**src/rtl/ctx_alloc_pkg.sv**
```systemverilog
package ctx_alloc_pkg;

  localparam int CU_W = 4;
  localparam int OVERFLOW_CODE = 1;

  typedef struct packed {
    logic [CU_W-1:0] cu;
    logic            mx;
    logic            active;
  } new_status_t;

  // Four-way eligibility test for one context.
  function automatic logic ctx_eligible(input logic vpe_match, input logic dynalloc,
                                        input logic halted, input logic active);
    return vpe_match & dynalloc & ~halted & ~active;
  endfunction

  // Status of the spawned context: inherited fields plus the activated bit.
  function automatic new_status_t build_status(input logic [CU_W-1:0] cu, input logic mx);
    new_status_t s;
    s.cu     = cu;
    s.mx     = mx;
    s.active = 1'b1;
    return s;
  endfunction

endpackage

```
**src/rtl/ctx_elig_vec.sv**
```systemverilog
module ctx_elig_vec #(
  parameter int NUM_CTX = 8,
  parameter int VPE_W   = 1
) (
  input  logic [VPE_W-1:0]         req_vpe,
  input  logic [NUM_CTX*VPE_W-1:0] ctx_vpe,
  input  logic [NUM_CTX-1:0]       ctx_dynalloc,
  input  logic [NUM_CTX-1:0]       ctx_halt,
  input  logic [NUM_CTX-1:0]       ctx_active,
  output logic [NUM_CTX-1:0]       elig
);
  import ctx_alloc_pkg::*;

  for (genvar g = 0; g < NUM_CTX; g++) begin : g_ctx
    logic vpe_match;
    assign vpe_match = (ctx_vpe[g*VPE_W +: VPE_W] == req_vpe);
    assign elig[g]   = ctx_eligible(vpe_match, ctx_dynalloc[g], ctx_halt[g], ctx_active[g]);
  end

endmodule

```
**src/rtl/ctx_low_pick.sv**
```systemverilog
module ctx_low_pick #(
  parameter int NUM_CTX = 8,
  parameter int IDX_W   = 3
) (
  input  logic [NUM_CTX-1:0] cand,
  output logic [NUM_CTX-1:0] pick_vec,
  output logic [IDX_W-1:0]   pick_idx,
  output logic               pick_any
);

  // Ascending scan: first hit is kept, later hits are ignored.
  always_comb begin
    pick_vec = '0;
    pick_idx = '0;
    pick_any = 1'b0;
    for (int k = 0; k < NUM_CTX; k++) begin
      if (cand[k] && !pick_any) begin
        pick_vec[k] = 1'b1;
        pick_idx    = IDX_W'(k);
        pick_any    = 1'b1;
      end
    end
  end

  always_comb begin
    assert_pick_onehot_R2: assert ($onehot0(pick_vec))
      else $error("picker produced more than one grant");
    assert_pick_subset_R1: assert ((pick_vec & ~cand) == '0)
      else $error("picker granted a non-candidate");
  end

endmodule

```
**src/rtl/ctx_alloc.sv**
```systemverilog
module ctx_alloc #(
  parameter int NUM_CTX    = 8,
  parameter int NUM_VPE    = 2,
  parameter int ADDR_W     = 32,
  parameter int DATA_W     = 32,
  parameter int REG_W      = 5,
  parameter int EXC_W      = 3,
  parameter bit ALLOC_EN   = 1'b1,
  parameter bit HAS_ULOCAL = 1'b1,
  localparam int VPE_W     = (NUM_VPE > 1) ? $clog2(NUM_VPE) : 1,
  localparam int IDX_W     = (NUM_CTX > 1) ? $clog2(NUM_CTX) : 1
) (
  input  logic                     clk,
  input  logic                     rst_n,
  input  logic                     spawn_req,
  input  logic [VPE_W-1:0]         req_vpe,
  input  logic [ADDR_W-1:0]        req_start,
  input  logic [DATA_W-1:0]        req_data,
  input  logic [REG_W-1:0]         req_dst,
  input  logic [3:0]               req_cu,
  input  logic                     req_mx,
  input  logic [DATA_W-1:0]        req_ulocal,
  input  logic [NUM_CTX*VPE_W-1:0] ctx_vpe,
  input  logic [NUM_CTX-1:0]       ctx_dynalloc,
  input  logic [NUM_CTX-1:0]       ctx_halt,
  input  logic [NUM_CTX-1:0]       ctx_active,
  output logic [NUM_CTX-1:0]       ctx_we,
  output logic [IDX_W-1:0]         grant_idx,
  output logic [ADDR_W-1:0]        new_restart,
  output logic [REG_W-1:0]         new_reg_idx,
  output logic [DATA_W-1:0]        new_reg_data,
  output logic [3:0]               new_cu,
  output logic                     new_mx,
  output logic                     new_active,
  output logic                     ulocal_we,
  output logic [DATA_W-1:0]        new_ulocal,
  output logic                     alloc_done,
  output logic                     ovf_exc,
  output logic [EXC_W-1:0]         exc_code
);
  import ctx_alloc_pkg::*;

  // Named internal events.
  logic [NUM_CTX-1:0] elig_raw;
  logic [NUM_CTX-1:0] elig_eff;
  logic [NUM_CTX-1:0] pick_vec;
  logic [IDX_W-1:0]   pick_idx;
  logic               pick_any;
  logic               grant_evt;
  logic               ovf_evt;
  new_status_t        stat_next;

  ctx_elig_vec #(.NUM_CTX(NUM_CTX), .VPE_W(VPE_W)) u_elig (
    .req_vpe     (req_vpe),
    .ctx_vpe     (ctx_vpe),
    .ctx_dynalloc(ctx_dynalloc),
    .ctx_halt    (ctx_halt),
    .ctx_active  (ctx_active),
    .elig        (elig_raw)
  );

  // Single-context-per-VPE variant: nothing is ever eligible.
  if (ALLOC_EN) begin : g_alloc
    assign elig_eff = elig_raw;
  end else begin : g_ovf_only
    assign elig_eff = elig_raw & '0;
  end

  ctx_low_pick #(.NUM_CTX(NUM_CTX), .IDX_W(IDX_W)) u_pick (
    .cand    (elig_eff),
    .pick_vec(pick_vec),
    .pick_idx(pick_idx),
    .pick_any(pick_any)
  );

  assign grant_evt = spawn_req & pick_any;
  assign ovf_evt   = spawn_req & ~pick_any;
  assign stat_next = build_status(req_cu, req_mx);

  always_ff @(posedge clk) begin
    if (!rst_n) begin
      ctx_we       <= '0;
      grant_idx    <= '0;
      new_restart  <= '0;
      new_reg_idx  <= '0;
      new_reg_data <= '0;
      new_cu       <= '0;
      new_mx       <= 1'b0;
      new_active   <= 1'b0;
      ulocal_we    <= 1'b0;
      new_ulocal   <= '0;
      alloc_done   <= 1'b0;
      ovf_exc      <= 1'b0;
      exc_code     <= '0;
    end else begin
      ctx_we     <= grant_evt ? pick_vec : '0;
      alloc_done <= grant_evt;
      ovf_exc    <= ovf_evt;
      exc_code   <= ovf_evt ? EXC_W'(OVERFLOW_CODE) : '0;
      ulocal_we  <= grant_evt & HAS_ULOCAL;
      if (grant_evt) begin
        grant_idx    <= pick_idx;
        new_restart  <= req_start;
        new_reg_idx  <= req_dst;
        new_reg_data <= req_data;
        new_cu       <= stat_next.cu;
        new_mx       <= stat_next.mx;
        new_active   <= stat_next.active;
        new_ulocal   <= HAS_ULOCAL ? req_ulocal : '0;
      end
    end
  end

  assert_strobe_onehot_R2: assert property (@(posedge clk) disable iff (!rst_n)
    alloc_done |-> $onehot(ctx_we));
  assert_no_strobe_on_ovf_R6: assert property (@(posedge clk) disable iff (!rst_n)
    ovf_exc |-> (ctx_we == '0) && !alloc_done);
  assert_pick_not_halted_R1: assert property (@(posedge clk) disable iff (!rst_n)
    (pick_vec & (ctx_halt | ctx_active)) == '0);
  assert_one_cycle_R9: assert property (@(posedge clk) disable iff (!rst_n)
    !spawn_req |=> !alloc_done && !ovf_exc && (ctx_we == '0));
  assert_answer_R9: assert property (@(posedge clk) disable iff (!rst_n)
    spawn_req |=> (alloc_done ^ ovf_exc));
  assert_active_set_R5: assert property (@(posedge clk) disable iff (!rst_n)
    alloc_done |-> new_active);
  assert_ovf_only_R8: assert property (@(posedge clk) disable iff (!rst_n)
    !ALLOC_EN |-> !alloc_done);

endmodule

```
**config.mk**
```make
export PLATFORM = sky130hd
export DESIGN_NAME = ctx_alloc
export DESIGN_NICKNAME = d
export VERILOG_FILES = /design/src/rtl/ctx_alloc_pkg.sv /design/src/rtl/ctx_elig_vec.sv /design/src/rtl/ctx_low_pick.sv /design/src/rtl/ctx_alloc.sv
export SDC_FILE = /design/constraint.sdc
export NUM_CORES = 1
export LEC_CHECK = 0
export ABC_AREA = 1
export BUFFER_PORTS_ARGS = -buffer_cell sky130_fd_sc_hd__buf_2
export CAP_MARGIN = 40
export CORE_MARGIN = 1.5
export CORE_UTILIZATION = 30
export CTS_BUF_LIST = sky130_fd_sc_hd__clkbuf_4
export CTS_CLUSTER_SIZE = 20
export DETAILED_ROUTE_END_ITERATION = 7
export GPL_TIMING_DRIVEN = 0
export PLACE_DENSITY = 0.56
export SLEW_MARGIN = 15
export SYNTH_ARGS = -nofsm -noshare
export SYNTH_HDL_FRONTEND = slang
export SYNTH_HIERARCHICAL = 1
export SYNTH_SLANG_ARGS = --single-unit
```
**constraint.sdc**
```tcl
create_clock -name clk -period 2.4 [get_ports clk]
set_input_delay 0.12 -clock clk [delete_from_list [all_inputs] [get_ports clk]]
set_output_delay 0.12 -clock clk [all_outputs]
set_load 0.02 [all_outputs]
```
Yosys cells after proc, flatten, opt, wreduce, memory -nomap -nowiden
Index checks and enable logic that the tools add are counted.
{"block": "totals", "wordCells": 101, "in_bits": 142, "regBits": 123, "output_inout_bits": 124}
{"block": "op_classes", "reduce_logical": 15, "n_eq_ne": 8, "n_bitwise": 43, "mux": 23}
{"operator": "$and A1 B1 Y1", "count": 26}
{"operator": "$mux W1", "count": 17}
{"operator": "$not A1 Y1", "count": 17}
{"operator": "$mux W3", "count": 4}
{"operator": "$eq A1 B1 Y1", "count": 8}
{"operator": "$logic_and A1 B1 Y1", "count": 7}
{"operator": "$logic_not A1 Y1", "count": 7}
{"operator": "$mux W2", "count": 2}
{"operator": "$reduce_and A2 Y1", "count": 1}

Logic depth before layout (Yosys ltp)
Gate-level depths: netlist (run 1).
{"block": "depth", "word_depth": 29, "mapped_depth": 15, "mapped_depth_nobuf": 12}

By module
The synthesis (run 1) kept the hierarchy.
{"module": "ctx_alloc", "area_each_um2": 4772.1, "seq_area_each_um2": 2402.3, "instances": 1, "cells_each": 729}
{"module": "ctx_elig_vec", "area_each_um2": 287.8, "seq_area_each_um2": 0.0, "instances": 1, "cells_each": 58}
{"module": "ctx_low_pick", "area_each_um2": 165.2, "seq_area_each_um2": 0.0, "instances": 1, "cells_each": 32}

Worst setup path after synthesis (run 1)
OpenSTA, ideal clock, no wires.
{"block": "synth_timing", "kind": "input-to-reg", "startpoint": "in req_vpe", "endpoint": "reg new_restart[12]", "stages": 15, "path_slack_ps": 793, "t_arrival_ps": 1494, "setup_ps": 113, "t_required_ps": 2287, "path_buffers": 3, "path_cell_list": "buf_6 -> inv_6 -> nand2_2 -> nand2_2 -> nor2_2 -> nor2_2 -> nand3_2 -> nor2_2 -> nand3b_1 -> nand2_1 -> buf_2 -> buf_2 -> nand2_1 -> nand2_1 -> nor2_1"}
{"block": "synth_between", "word_cells_on_any_way": 55, "classes_between": "eq/ne: 8; mux: 8; bitwise: 25; reduce/logical: 14"}
{"element": "start: declaration", "line_no": "ctx_alloc.sv:16", "text": "input logic [VPE_W-1:0] req_vpe,"}
{"element": "$eq A1 B1 Y1 (*)", "line_no": "ctx_elig_vec.sv:16", "text": "assign vpe_match = (ctx_vpe[g*VPE_W +: VPE_W] == req_vpe);"}
{"element": "$and A1 B1 Y1 (*) (3 in a row)", "line_no": "ctx_alloc_pkg.sv:15", "text": "return vpe_match & dynalloc & ~halted & ~active;"}
{"element": "via elig_eff[3]", "line_no": "ctx_alloc.sv:45", "text": "logic [NUM_CTX-1:0] elig_eff;"}
{"element": "$logic_and A1 B1 Y1 (*)", "line_no": "ctx_low_pick.sv:17", "text": "if (cand[k] && !pick_any) begin"}
{"element": "$mux W1 (*)", "line_no": "ctx_low_pick.sv:17"}
{"element": "$logic_not A1 Y1", "line_no": "ctx_low_pick.sv:17"}
{"element": "$logic_and A1 B1 Y1", "line_no": "ctx_low_pick.sv:17"}
{"element": "$mux W1 (*)", "line_no": "ctx_low_pick.sv:17"}
{"element": "(+3 left out)"}
{"element": "$logic_not A1 Y1", "line_no": "ctx_low_pick.sv:17"}
{"element": "$logic_and A1 B1 Y1", "line_no": "ctx_low_pick.sv:17"}
{"element": "$mux W1 (*)", "line_no": "ctx_low_pick.sv:17"}
{"element": "$logic_not A1 Y1", "line_no": "ctx_low_pick.sv:17"}
{"element": "$logic_and A1 B1 Y1", "line_no": "ctx_low_pick.sv:17"}
{"element": "$mux W1 (*)", "line_no": "ctx_low_pick.sv:17"}
{"element": "via pick_any", "line_no": "ctx_alloc.sv:48", "text": "logic pick_any;"}
{"element": "$and A1 B1 Y1 (*)", "line_no": "ctx_alloc.sv:76", "text": "assign grant_evt = spawn_req & pick_any;"}
{"element": "end signal: assignment", "line_no": "ctx_alloc.sv:103", "text": "new_restart <= req_start;"}
{"element": "end: declaration", "line_no": "ctx_alloc.sv:29", "text": "output logic [ADDR_W-1:0] new_restart,"}
Mark *: on every way through the listed nets, which the timed path passes. The rest lies on a longest branch.
A chain may end at the register's enable or synchronous reset.

Worst setup path in the final report (run 1)
{"block": "layout_timing", "startpoint": "in ctx_dynalloc[2]", "endpoint": "reg new_ulocal[22]"}
{"block": "layout_between", "elab_chain_len": 21}
{"element": "start: declaration", "line_no": "ctx_alloc.sv:24", "text": "input logic [NUM_CTX-1:0] ctx_dynalloc,"}
{"element": "$and A1 B1 Y1 (*) (3 in a row)", "line_no": "ctx_alloc_pkg.sv:15"}
{"element": "via elig_eff[2]", "line_no": "ctx_alloc.sv:45"}
{"element": "$logic_and A1 B1 Y1 (*)", "line_no": "ctx_low_pick.sv:17"}
{"element": "$mux W1 (*)", "line_no": "ctx_low_pick.sv:17"}
{"element": "$logic_not A1 Y1", "line_no": "ctx_low_pick.sv:17"}
{"element": "$logic_and A1 B1 Y1", "line_no": "ctx_low_pick.sv:17"}
{"element": "$mux W1 (*)", "line_no": "ctx_low_pick.sv:17"}
{"element": "$logic_not A1 Y1", "line_no": "ctx_low_pick.sv:17"}
{"element": "(+5 left out)"}
{"element": "$logic_not A1 Y1", "line_no": "ctx_low_pick.sv:17"}
{"element": "$logic_and A1 B1 Y1", "line_no": "ctx_low_pick.sv:17"}
{"element": "$mux W1 (*)", "line_no": "ctx_low_pick.sv:17"}
{"element": "$logic_not A1 Y1", "line_no": "ctx_low_pick.sv:17"}
{"element": "$logic_and A1 B1 Y1", "line_no": "ctx_low_pick.sv:17"}
{"element": "$mux W1 (*)", "line_no": "ctx_low_pick.sv:17"}
{"element": "via pick_any", "line_no": "ctx_alloc.sv:48"}
{"element": "$and A1 B1 Y1 (*)", "line_no": "ctx_alloc.sv:76"}
{"element": "end signal: assignment", "line_no": "ctx_alloc.sv:109", "text": "new_ulocal <= HAS_ULOCAL ? req_ulocal : '0;"}
{"element": "end: declaration", "line_no": "ctx_alloc.sv:36", "text": "output logic [DATA_W-1:0] new_ulocal,"}
Marked as above.

==> flow_summary.toml, run 1 <==
[routing]
viasPerCell = 3.96
drt-total-wl_um = 16500
wire_per_inst_um = 11.1
vias = 5863
ant_nets = 0
drc_errors = 0
dr.first_iter.drc_count = 167
dr.pass1.iters = 4

[worst_setup_path]
r2r-start = "new_ulocal[18]"
end_kind = "register"
critical_path.startpoint_type = "input pin"
critPathKind = "input pin to register"
cp_data_arrival_time_ps = 2680
worstPathRequired_ps = 2820
critPathLaunch = "ctx_dynalloc[2]"
cp_max_fo = 10

[clock_network]
cts_tree = "built"
clockBufferDepth = 2
cts_root_buffer = "clkbuf_4"
post_cts_buffers = 0
numCtsBuffers = 17
clkTransAtPathRegs_ps = 110
insertion_delay_ps = 520
clock_sinks = 120
h-tree-depth = 4

[global_route]
grt_use_total_pct = 17.9
first_global_vias = 5525
grt_overflow = 0
grt_max_degree = 17
antenna_found_initial = 2
grt_pass1_wl_um = 25800

[timing]
fin_worst_skew_ps = 0
fmax_ghz = 0.442
final.period_utilization_pct = 94.3
setup_viol = 0
drv_slew = 0
setup_tns_ps = 0
final_hold_viol_count = 0
fin_crit_ps = 2260
grt_setup_unrepaired = "false"
whs_ps = 60.2

[floorplanning]
die_h_um = 135
start_util_pct = 30.4
io_pins = 266
fp.coreArea_um2 = 17200
die_w_um = 135
die-area_um2 = 18200
row_count = 48

[yosys]
netlist_area_um2 = 5230
synth_seq_area_share_pct = 46.0
synth_edf_count = 0
ys_warn_count = 6
avgSynthCellArea_um2 = 6.38
ys.flop_type = "dfxtp_1"
ys_types = 20
ys_ff_latch = 120
async_reset_ff_share_pct = 0
postSynthCellCount = 819

[cells_and_area]
fin_nets = 1382
fin_area_um2 = 8520
area_growth_pct = 63.0
utilization_pct = 49.6
fill_cells = 1786
final_layout_size_suffix_gt1_share_pct = 28.9

[power_and_ir_drop]
power_density_nw_per_um2 = 615
p_leak_uw = 0.00495
power_uw = 5240
vdd_drop_max_uv = 351

[worst_hold_path]
hold_path.class = "input pin to register"
min-delay-start = "ctx_dynalloc[6]"

[placement]
routabilityCongestion = 0.773
dpl_cell_area_um2 = 6820
hpwl_um = 11100
portBuffers = 261

[status]
status = "completed"

[flow_run]
maxCapViolations = 0
## where the power goes
group	switching (uW)	total, uW	internal [uW]
registers	85.7	2270	2180
logic	821	1430	612
clock network	818	1540	721
## area by class of cell
cell class / count / area, um2 / area share (%)
diodes: 2 / 5.00 / 0.0588
plain buffers: 42 / 249 / 2.92
clock buffers: 18 / 135 / 1.59
clock inverters: 14 / 158 / 1.85
inverters: 135 / 512 / 6.01
multi-input cells: 523 / 2070 / 24.3
flip-flops and latches: 120 / 2400 / 28.2
well taps: 225 / 282 / 3.30
repair buffers: 401 / 2710 / 31.8
## cells in the final DEF, fill, tap and decap left out, types with 4 or more instances in the layout
cell | Yosys | layout
dlygate4sd3_1 | 0 | 140
inv_1 | 134 | 134
nor2_2 | 13 | 13
nor2_1 | 239 | 239
buf_6 | 4 | 4
clkbuf_4 | 0 | 19
buf_4 | 6 | 6
dfxtp_1 | 120 | 120
nand2_1 | 244 | 244
nand2_2 | 16 | 16
buf_2 | 29 | 289
## what timing repair did
item,4_1_cts,5_1_grt
hold buffers,140,0
gates resized for setup,0,1
setup endpoints to repair,0,8
endpoints found under the hold margin,118,0
## critical path: stages
cell and delay [ps]:
dlygate4sd3_1 530, buf_2 120, nand2_1 80, nor2_2 50
nor2_2 120, nand3_2 110, nor2_2 110, nand3b_1 140
nand2_1 120, buf_4 200, buf_2 240, nand2_1 80
nand2_1 80, nor2_1 40, dlygate4sd3_1 540
## sequential cells by signal, indices dropped and copies added, names as in the netlist
register,flops
new_ulocal,32
new_mx,1
new_reg_data,32
grant_idx,3
new_restart,32
new_active,1
ctx_we,8
new_cu,4
alloc_done,1
new_reg_idx,5
ovf_exc,1
## path summary, 6_finish.rpt
kind	endpoint	slack [ps]	cells after the start
setup / recovery	new_ulocal[22]	140	15
hold / removal	ctx_we[6]	60	7
setup reg to reg	new_ulocal[18]	1190	5
hold reg to reg	new_active	440	2
## metal layers
| metal | share of wire [%] | GRT usage [%] |
|---|---|---|
| met2 | 48 | 31.1 |
| met5 | 0 | 0 |
| met4 | 2.1 | 6.33 |
| met3 | 7.1 | 5.71 |
| met1 | 43 | 20.8 |
## through the flow
stage	instances	setup slack, ps
after floorplan	820	793
after global placement	1306	407
after detailed placement	1306	399
after CTS	1478	143
after global routing	1480	19.6
final	1480	136
## cells by family (layout without fill, tap and decap cells)
family / count (synthesis) / count (layout) / synth area share, %
AOI/OAI and AO/OA: 1 / 1 / 0.0957
buffers and inverters: 177 / 610 / 14.5
DFF: 120 / 120 / 46.0
other: 1 / 4 / 0.0718
and+or+nand+nor: 520 / 520 / 39.3
## Yosys cell counts, types with 2 or more instances
cell type,n,share of area (%)
buf_2,29,2.8
buf_4,6,0.86
dfxtp_1,120,46
buf_6,4,0.86
inv_1,134,9.6
nand2_1,244,18
nand2_2,16,1.9
nor2_1,239,17
nor2_2,13,1.6
clkbuf_1,3,0.22
nand3_2,2,0.38
Note: power is estimated with default switching activity, not from simulation.
==> run 2: changes to the inputs <==
--- a/config.mk
+++ b/config.mk
@@ -8,13 +8,14 @@
 export ABC_AREA = 1
 export BUFFER_PORTS_ARGS = -buffer_cell sky130_fd_sc_hd__buf_2
 export CAP_MARGIN = 40
-export CORE_MARGIN = 1.5
+export CORE_MARGIN = 3
 export CORE_UTILIZATION = 30
 export CTS_BUF_LIST = sky130_fd_sc_hd__clkbuf_4
 export CTS_CLUSTER_SIZE = 20
 export DETAILED_ROUTE_END_ITERATION = 7
 export GPL_TIMING_DRIVEN = 0
 export PLACE_DENSITY = 0.56
+export SETUP_SLACK_MARGIN = 0.1
 export SLEW_MARGIN = 15
 export SYNTH_ARGS = -nofsm -noshare
 export SYNTH_HDL_FRONTEND = slang
==> flow_summary.toml, run 2 (same netlist as run 1, synthesis figures left out) <==
[status]
status = "completed"

[worst_setup_path]
crit_family = "buffers and inverters"
cp_cell_sequence = "dlygate4sd3_1, buf_2, nor2_1, nand2_1, nor2_2, inv_1, nand3_2, nor2_2, nand3b_1, nand2_2, buf_6, clkbuf_4, nor2_1, nor2_1, dlygate4sd3_1"
r2r_cells = 5
cp_data_arrival_time_ps = 2620
critical_path.startpoint_type = "input pin"
critPathMaxStageDelay_ps = 540
crit_path_top_delay_cell = "dlygate4sd3_1"
end_kind = "register"
crit_buf_inv = 6
critPathKind = "input pin to register"
cp.depth = 15
worstPathRequired_ps = 2820
cp_common_cell = "nor2_1"
cp_max_fo = 10

[clock_network]
numCtsBuffers = 17
post_cts_buffers = 0
clockBufferDepth = 2
clock_sinks = 120
h-tree-depth = 4
cts_tree = "built"
cts_root_buffer = "clkbuf_4"
insertion_delay_ps = 520
clkTransAtPathRegs_ps = 100

[placement]
portBuffers = 261
hpwl_um = 11900
place_inst = 1301
routabilityCongestion = 0.761

[routing]
drc_errors = 0
ant_nets = 0
dr.first_iter.drc_count = 207
viasPerCell = 3.99
vias = 5884
dr.pass1.iters = 4
drt-total-wl_um = 17200
wire_per_inst_um = 11.7

[floorplanning]
row_count = 47
die-area_um2 = 19000
die_h_um = 138
start_util_pct = 31.1
die_w_um = 138
fp.coreArea_um2 = 16800
io_pins = 266

[cells_and_area]
layout.cells.non_filler = 1475
fill_cells = 1721
utilization_pct = 50.8
final_layout_size_suffix_gt1_share_pct = 29.2
final_cell_mix = "buf_2, nand2_1, nor2_1, dlygate4sd3_1, inv_1"
top_regs = "new_reg_data (32), new_restart (32), new_ulocal (32)"
fin_nets = 1385
layout_commonest_cell = "buf_2"
antenna-diode-count = 0
area_growth_pct = 63.6

[global_route]
first_global_vias = 5719
antenna_found_initial = 0
grt_pass1_wl_um = 26600
grt_overflow = 0
grt_use_total_pct = 17.8
grt_max_degree = 17

[worst_hold_path]
whs_path_depth = 7
hold_path.class = "input pin to register"

[timing]
setup_tns_ps = 0
setup_viol = 0
drv_slew = 0
fin_worst_skew_ps = 0
whs_ps = 62.1
fmax_ghz = 0.453
fin_crit_ps = 2210
final.period_utilization_pct = 91.9
maxSlewHeadroom_pct = 62.5
final_hold_viol_count = 0
max_slew.worst_pin.slew_ps = 562
grt_setup_unrepaired = "true"

[flow_run]
maxCapViolations = 0

[power_and_ir_drop]
power_density_nw_per_um2 = 599
vdd_drop_max_uv = 269
p_leak_uw = 0.00496
-- run 2: path summary, 6_finish.rpt --
path / from / end / slack [ps]
min reg2reg: new_active / new_active / 450
max reg2reg: new_reg_data[31] / new_reg_data[31] / 1160
max: ctx_halt[4] / new_ulocal[22] / 190
min: ctx_dynalloc[4] / ctx_we[4] / 60
-- run 2: layer usage --
layer / track usage (%) / vias up / share of wire (%) / wire length [um]
met3: 6.39 / 29 / 8.6 / 1480
met4: 6.53 / 0 / 2.4 / 411
met5: 0 / - / 0 / 0
li1: - / 3156 / - / -
met1: 19.9 / 2487 / 42 / 7200
met2: 31.1 / 212 / 47 / 8140
-- run 2: tightest hold or removal path, stage by stage --
cell and delay [ps]:
buf_2 100, nand2_1 70, nor2_2 50, inv_1 80
nor2_2 50, inv_1 40, nor2_1 30
-- run 2: power by group --
| part | switching [uW] | internal [uW] | leakage (uW) |
|---|---|---|---|
| clock network | 768 | 630 | 0.000143 |
| registers | 86.9 | 2180 | 0.000988 |
| logic | 832 | 625 | 0.00383 |
-- run 2: metrics by stage --
| step | instance area, um2 | setup slack [ps] | total power, uW |
|---|---|---|---|
| 3_5_place_dp | 6810 | 349 | 3550 |
| 5_1_grt | 8550 | 87.2 | 5470 |
| 2_1_floorplan | 5230 | 793 | 3090 |
| 3_3_place_gp | 6810 | 371 | 3540 |
| 6_report | 8550 | 195 | 5120 |
| 4_1_cts | 8500 | 121 | 5180 |
-- run 2: cell type report --
cell class	instances	area [um2]	area share, %
Timing Repair Buffer	404	2740	32.0
Tap cell	220	275	3.22
Buffer	42	278	3.25
Clock buffer	20	150	1.76
Sequential cell	120	2400	28.1
Inverter	135	512	5.99
Multi-Input combinational cell	523	2080	24.4
Clock inverter	11	108	1.26
-- run 2: repair_timing --
action                     in CTS  in global routing
hold buffers                  143                  0
hold endpoints to repair      118                  0
resized for setup               0                 21
setup endpoints to repair       0                 28
